**src/rtl/fsg_pkg.sv**
```systemverilog
package fsg_pkg;
  parameter int unsigned ACC_W  = 28;
  parameter int unsigned PRE_W  = 3;
  parameter int unsigned WORD_W = ACC_W + PRE_W + 1;

  // Command word layout: {preset enable, preset value, signed rate}
  typedef struct packed {
    logic             pre_ok;
    logic [PRE_W-1:0] pre_val;
    logic [ACC_W-1:0] rate;
  } ctrl_word_t;

  // 2-bit position to Gray-coded phase pair {a,b}
  function automatic logic [1:0] quad_phase(input logic [1:0] pos);
    return {pos[1], pos[1] ^ pos[0]};
  endfunction
endpackage

```
**src/rtl/fsg_fifo.sv**
```systemverilog
module fsg_fifo #(
  parameter int unsigned WIDTH = 32,
  parameter int unsigned DEPTH = 16
) (
  input  logic             clk,
  input  logic             rst_n,
  input  logic             wr_en,
  input  logic [WIDTH-1:0] wr_data,
  input  logic             rd_en,
  output logic [WIDTH-1:0] rd_data,
  output logic             empty,
  output logic             half_full
);
  localparam int unsigned AW = $clog2(DEPTH);
  localparam int unsigned CW = AW + 1;
  localparam logic [CW-1:0] FULL_CNT = CW'(DEPTH);
  localparam logic [CW-1:0] HALF_CNT = CW'(DEPTH / 2);

  logic [WIDTH-1:0] mem [DEPTH];
  logic [AW-1:0]    wr_ptr_q, wr_ptr_d, rd_ptr_q, rd_ptr_d;
  logic [CW-1:0]    cnt_q, cnt_d;
  logic             push, pop;

  always_comb begin
    push     = wr_en && (cnt_q != FULL_CNT);
    pop      = rd_en && (cnt_q != '0);
    wr_ptr_d = push ? wr_ptr_q + 1'b1 : wr_ptr_q;
    rd_ptr_d = pop ? rd_ptr_q + 1'b1 : rd_ptr_q;
    case ({push, pop})
      2'b10:   cnt_d = cnt_q + 1'b1;
      2'b01:   cnt_d = cnt_q - 1'b1;
      default: cnt_d = cnt_q;
    endcase
  end

  always_ff @(posedge clk or negedge rst_n) begin
    if (!rst_n) begin
      wr_ptr_q <= '0;
      rd_ptr_q <= '0;
      cnt_q    <= '0;
    end else begin
      wr_ptr_q <= wr_ptr_d;
      rd_ptr_q <= rd_ptr_d;
      cnt_q    <= cnt_d;
    end
  end

  always_ff @(posedge clk) begin
    if (push) begin
      mem[wr_ptr_q] <= wr_data;
    end
  end

  assign rd_data   = mem[rd_ptr_q];
  assign empty     = (cnt_q == '0);
  assign half_full = (cnt_q >= HALF_CNT);
endmodule

```
**src/rtl/fsg_frame_engine.sv**
```systemverilog
module fsg_frame_engine import fsg_pkg::*; #(
  parameter int unsigned FRAME_W = 16
) (
  input  logic               clk,
  input  logic               rst_n,
  input  logic               run,
  input  logic [FRAME_W-1:0] frame_len,
  input  logic               word_valid,
  input  ctrl_word_t         word,
  input  logic               host_wr,
  output logic               pop,
  output logic [ACC_W-1:0]   acc,
  output logic [ACC_W-1:0]   rate,
  output logic               underrun
);
  localparam int unsigned PRE_LSB = ACC_W - PRE_W;

  logic [FRAME_W-1:0] cnt_q, cnt_d;
  logic [ACC_W-1:0]   acc_q, acc_d, rate_q, rate_d, base;
  logic               und_q, und_d;
  logic               boundary, starve;

  always_comb begin
    boundary = (cnt_q == '0);
    pop      = run && boundary && word_valid;
    starve   = run && boundary && !word_valid;
    base     = acc_q;
    if (pop && word.pre_ok) begin
      base[ACC_W-1:PRE_LSB] = word.pre_val;
    end
    rate_d = pop ? word.rate : rate_q;
    acc_d  = base + rate_d;
    if (!run) begin
      cnt_d = '0;
    end else if (boundary) begin
      cnt_d = (frame_len == '0) ? '0 : frame_len - 1'b1;
    end else begin
      cnt_d = cnt_q - 1'b1;
    end
    if (starve) begin
      und_d = 1'b1;
    end else if (host_wr) begin
      und_d = 1'b0;
    end else begin
      und_d = und_q;
    end
  end

  always_ff @(posedge clk or negedge rst_n) begin
    if (!rst_n) begin
      cnt_q  <= '0;
      acc_q  <= '0;
      rate_q <= '0;
      und_q  <= 1'b0;
    end else begin
      cnt_q <= cnt_d;
      und_q <= und_d;
      if (run) begin
        acc_q  <= acc_d;
        rate_q <= rate_d;
      end
    end
  end

  assign acc      = acc_q;
  assign rate     = rate_q;
  assign underrun = und_q;
endmodule

```
**src/rtl/fsg_step_out.sv**
```systemverilog
module fsg_step_out import fsg_pkg::*; #(
  parameter bit QUAD_MODE = 1'b0
) (
  input  logic clk,
  input  logic rst_n,
  input  logic acc_msb,
  input  logic rate_neg,
  output logic pin_a,
  output logic pin_b
);
  logic msb_q;
  logic toggle;

  assign toggle = acc_msb ^ msb_q;

  always_ff @(posedge clk or negedge rst_n) begin
    if (!rst_n) begin
      msb_q <= 1'b0;
    end else begin
      msb_q <= acc_msb;
    end
  end

  generate
    if (QUAD_MODE) begin : g_quad
      logic [1:0] pos_q, pos_d;
      always_comb begin
        pos_d = pos_q;
        if (toggle) begin
          pos_d = rate_neg ? pos_q - 2'd1 : pos_q + 2'd1;
        end
      end
      always_ff @(posedge clk or negedge rst_n) begin
        if (!rst_n) begin
          pos_q <= 2'b00;
        end else if (toggle) begin
          pos_q <= pos_d;
        end
      end
      assign {pin_a, pin_b} = quad_phase(pos_q);
    end else begin : g_step_dir
      logic step_q, dir_q;
      always_ff @(posedge clk or negedge rst_n) begin
        if (!rst_n) begin
          step_q <= 1'b0;
          dir_q  <= 1'b0;
        end else begin
          step_q <= toggle;
          dir_q  <= rate_neg;
        end
      end
      assign pin_a = step_q;
      assign pin_b = dir_q;
    end
  endgenerate
endmodule

```
**src/rtl/frame_step_gen.sv**
```systemverilog
module frame_step_gen import fsg_pkg::*; #(
  parameter int unsigned FRAME_W    = 16,
  parameter int unsigned FIFO_DEPTH = 16,
  parameter bit          QUAD_MODE  = 1'b0
) (
  input  logic               clk,
  input  logic               rst_n,
  input  logic               wr_en,
  input  logic [WORD_W-1:0]  wr_data,
  input  logic [FRAME_W-1:0] frame_len,
  input  logic               gen_en,
  input  logic [1:0]         gpo_val,
  output logic               half_full,
  output logic               underrun,
  output logic               out_a,
  output logic               out_b
);
  logic [1:0]        rst_pipe;
  logic              rst_sync_n;
  logic [WORD_W-1:0] head_raw;
  ctrl_word_t        head_word;
  logic              q_empty, q_pop;
  logic [ACC_W-1:0]  acc_q, rate_q;
  logic              core_a, core_b;

  always_ff @(posedge clk or negedge rst_n) begin
    if (!rst_n) begin
      rst_pipe <= 2'b00;
    end else begin
      rst_pipe <= {rst_pipe[0], 1'b1};
    end
  end
  assign rst_sync_n = rst_pipe[1];

  fsg_fifo #(.WIDTH(WORD_W), .DEPTH(FIFO_DEPTH)) u_queue (
    .clk       (clk),
    .rst_n     (rst_sync_n),
    .wr_en     (wr_en),
    .wr_data   (wr_data),
    .rd_en     (q_pop),
    .rd_data   (head_raw),
    .empty     (q_empty),
    .half_full (half_full)
  );

  assign head_word = ctrl_word_t'(head_raw);

  fsg_frame_engine #(.FRAME_W(FRAME_W)) u_engine (
    .clk        (clk),
    .rst_n      (rst_sync_n),
    .run        (gen_en),
    .frame_len  (frame_len),
    .word_valid (!q_empty),
    .word       (head_word),
    .host_wr    (wr_en),
    .pop        (q_pop),
    .acc        (acc_q),
    .rate       (rate_q),
    .underrun   (underrun)
  );

  fsg_step_out #(.QUAD_MODE(QUAD_MODE)) u_pins (
    .clk      (clk),
    .rst_n    (rst_sync_n),
    .acc_msb  (acc_q[ACC_W-1]),
    .rate_neg (rate_q[ACC_W-1]),
    .pin_a    (core_a),
    .pin_b    (core_b)
  );

  assign out_a = gen_en ? core_a : gpo_val[0];
  assign out_b = gen_en ? core_b : gpo_val[1];
endmodule

```
**config.mk**
```make
export PLATFORM = sky130hd
export DESIGN_NAME = frame_step_gen
export DESIGN_NICKNAME = d
export VERILOG_FILES = /design/src/rtl/fsg_pkg.sv /design/src/rtl/fsg_fifo.sv /design/src/rtl/fsg_frame_engine.sv /design/src/rtl/fsg_step_out.sv /design/src/rtl/frame_step_gen.sv
export SDC_FILE = /design/constraint.sdc
export NUM_CORES = 1
export LEC_CHECK = 0
export ABC_AREA = 1
export BUFFER_PORTS_ARGS = -buffer_cell sky130_fd_sc_hd__buf_2
export CAP_MARGIN = 5
export CORE_MARGIN = 2
export CORE_UTILIZATION = 30
export CTS_CLUSTER_SIZE = 20
export DETAILED_ROUTE_END_ITERATION = 8
export PLACE_DENSITY = 0.44
export SLEW_MARGIN = 25
export SYNTH_ARGS = -nofsm -noshare
export SYNTH_HDL_FRONTEND = slang
export SYNTH_SLANG_ARGS = --single-unit
```
**constraint.sdc**
```tcl
create_clock -name clk -period 3.5 [get_ports clk]
set_clock_uncertainty 0.2 [all_clocks]
set_input_delay 0.875 -clock clk [delete_from_list [all_inputs] [get_ports clk]]
set_output_delay 0.875 -clock clk [all_outputs]
set_load 0.05 [all_outputs]
```
==> run metrics <==
status=complete, but fails checks; Max-Cap Viols=0; period utilization=103%; EDFF count, synth=between 500 and 600; Vias/cell=about 4.9; ys flop type=edfxtp_1; Critical-path top delay cell=dfrtp_4; initial antenna violation count=6; sequential share of the synthesized area=between 60% and 70%; Setup-failing EPs final=16; H-tree depth=3; Top delay family on crit path=compound AO/OA/AOI/OAI gates; Mapped Area=approximately 26000 sq um; final core utilization=between 40 and 50%; Yosys warning total=0; grt total ovfl=0; clk_lat worst skew=around 0.65 ns; vias in the first global route=just under 20k; DRT Wirelength=around 84 mm; Slew @ Worst Pin=roughly 0.76 ns; failing checks=negative setup slack; drt first-iter violations=between 1k and 1.5k; max-slew violation count=0; Setup crit start=u_queue.rd_ptr_q[0]; antenna viol nets, final=0; RSZ-0062 raised after global routing=true; Cell Rows=around 110; CP Data Arrival Time=between 3 and 4 ns; root buf cell=clkbuf_16; IO Pins=58; Power Density=around 950 nW/um^2; fin nets=about 2.8k; Die H=300 um; Critical Path Fanout Max=8; fin crit period=between 3 and 4 ns; pin count of the biggest net entering global routing=46; worst r2r src=u_queue.rd_ptr_q[0]; Die Footprint=around 90000 sq um; Async SR Flop Fraction=between 15 and 20%; # fillers=around 8.3k; fmax=between 200 and 300 MHz; worst hold path class=reg2reg; clk buf depth=3; Buf/Inv on CP=2; Final Hold Viols=0; Mapped Avg Cell Area=roughly 11 sq um; Power, Total=33.1 mW; Residual DRC=0; drt wl/cell=21.4 um; first-pass GRT wire length=124 mm; slowest cell delay on critical path=between 0.5 and 0.6 ns; via count=about 19k; DRT Pass-1 Iters=7; pre-CTS setup slack=-0.573 ns; Cells after Synth=2332; cell breakdown of the critical path=buf_12, buf_12, a21oi_1, a32o_1, o211ai_1, nand3_2, nand2_4, ha_4, a21oi_2, nand2_2, a21boi_4, o21ai_2, a21oi_2, xor2_1, o21ai_1; Critical Path Sink Type=flip-flop; VDD IR max=around 0.39 mV; GRT Total Usage=between 10% and 20%; gpl congestion=between 0.8 and 0.9; flops & latches, synth=~600; PortBufs=57; syn nets=between 2k and 2.5k; Leakage=13.0 nW; clock slew at reported path FFs=0.06 ns; slew margin rel.=approximately 49%; Unique masters post-synth=between 50 and 60; Die X=300 um; Syn-to-layout area delta=32.2%; Starting Density=slightly above 30%; element type at the critical path start=flip-flop; critical path class=reg2reg; Core ar.=86900 sq um; layout cells sized above 1=between 20% and 30%; hpwl dp=roughly 53 mm; total CTS buffers=a little over 70; Req. time, crit path=roughly 3.8 ns; CTS sink cnt=approximately 600; Final WS setup=-0.116 ns; TritonCTS clock tree=built; min-delay src=rst_pipe[0]
state kept, by name, summed over array words and instances, names as in the netlist:
signal / count
u_queue.mem: 512
u_engine.acc: 28
u_engine.rate: 28
u_engine.cnt_q: 16
u_queue.cnt_q: 5
u_queue.rd_ptr_q: 4
u_queue.wr_ptr_q: 4
rst_pipe: 2
u_engine.underrun: 1
u_pins.msb_q: 1
u_pins.pin_a: 1
u_pins.pin_b: 1
kinds of logic (layout without fill, tap and decap cells):
logic type	count (synthesis)	count (layout)	share of synthesized area, %
xor+xnor	41	41	1.36
buf+inv	213	636	3.73
other cells	1	5	0.0142
simple gates	912	912	14.3
flops	603	603	67.0
compound gates	518	518	11.5
fa+ha+maj	44	44	2.15
cells in the mapped netlist (2+ instances only):
master,count,share of area (%)
buf_1,5,0.071
o31ai_1,3,0.085
or2_1,2,0.047
a211oi_1,4,0.11
o21bai_1,6,0.17
nor4_1,6,0.14
o21a_1,2,0.057
a32o_1,14,0.53
a31oi_1,17,0.40
buf_6,10,0.43
ha_1,42,2.0
xor2_1,25,0.83
nand3b_1,5,0.14
o22ai_1,97,2.3
nor3b_1,2,0.057
o221ai_1,8,0.27
or2_2,2,0.047
inv_1,87,1.2
a22o_1,24,0.80
buf_2,43,0.82
o211ai_1,11,0.31
clkbuf_2,2,0.038
clkbuf_1,49,0.70
nor2_4,2,0.085
nand2_1,419,6.0
buf_4,13,0.37
edfxtp_1,512,58
o21ai_0,228,4.3
nor2_1,296,4.2
nor2_2,5,0.12
nand3_2,4,0.15
nand2_2,2,0.047
a21oi_1,72,1.4
xnor2_1,16,0.53
nor3_1,15,0.28
nand3_1,134,2.5
dfrtp_1,91,8.6
nand4_1,13,0.31
o21ai_1,24,0.46
fa_1,2,0.15
worst paths after layout:
check	slack (ns)	cells past startpoint	to
worst max-delay path	-0.12	15	u_engine.acc[15]
worst min-delay path	0.16	0	rst_pipe[1]
worst max register to register	-0.12	15	u_engine.acc[15]
worst min register to register	0.16	0	rst_pipe[1]
max in group asynchronous	2.01	1	u_engine.rate[20]
min in group asynchronous	0.21	0	u_engine.rate[25]
stage by stage:
stage / hold WS, ns / instance area (sq um) / instances / TNS, ns
after floorplan: 0.131 / 26400 / 2332 / 0
after detailed placement: 0.137 / 30200 / 3711 / -6.98
after global routing: 0.161 / 34900 / 3914 / -3.53
after CTS: 0.159 / 34000 / 3884 / -0.745
final: 0.157 / 34900 / 3914 / -0.853
after global placement: 0.145 / 30200 / 3711 / -6.83
layer usage:
metal | wire (um) | vias up | track usage (%)
li1 | - | 9123 | -
met1 | 36900 | 9725 | 24.1
met2 | 41300 | 374 | 31.1
met3 | 3480 | 110 | 2.83
met4 | 2000 | 4 | 6.10
met5 | 26 | - | 0
placed cells by master, fill, tap and decap left out, types with 41 or more instances in the layout:
cell       Yosys  routed
o21ai_0      228     196
inv_1         87      77
nor2_1       296     251
o21ai_1       24      44
nand3_1      134     106
buf_12         0      41
buf_4         13     271
o22ai_1       97      95
clkbuf_16      0      74
buf_2         43      57
a21oi_1       72      46
dfrtp_1       91      86
edfxtp_1     512     512
nand2_1      419     376
timing repair:
action / 4_1_cts / 5_1_grt
hold endpoints to repair: 2 / 0
gates cloned: 8 / 2
gates resized for setup: 192 / 160
buffers inserted: 35 / 27
pin swaps: 60 / 108
hold buffers: 1 / 0
endpoints found under the setup margin: 23 / 22
cell type report:
class	count	area (sq um)	area share, %
timing repair inverter	2	16.3	0.0467
clock buffer	92	1910	5.47
sequential	603	17700	50.7
multi-input combinational	1516	9110	26.1
inverter	91	372	1.07
tap	1155	1450	4.14
clock inverter	39	532	1.53
antenna	4	10.0	0.0287
timing repair buffer	412	3810	10.9
where the power goes:
part | internal, mW | leakage [nW] | switching [mW]
sequential | 8.89 | 5.75 | 0.555
clock | 4.57 | 1.18 | 3.10
combinational | 7.05 | 6.06 | 8.94
No activity file was read; power rests on OpenSTA's default activity.
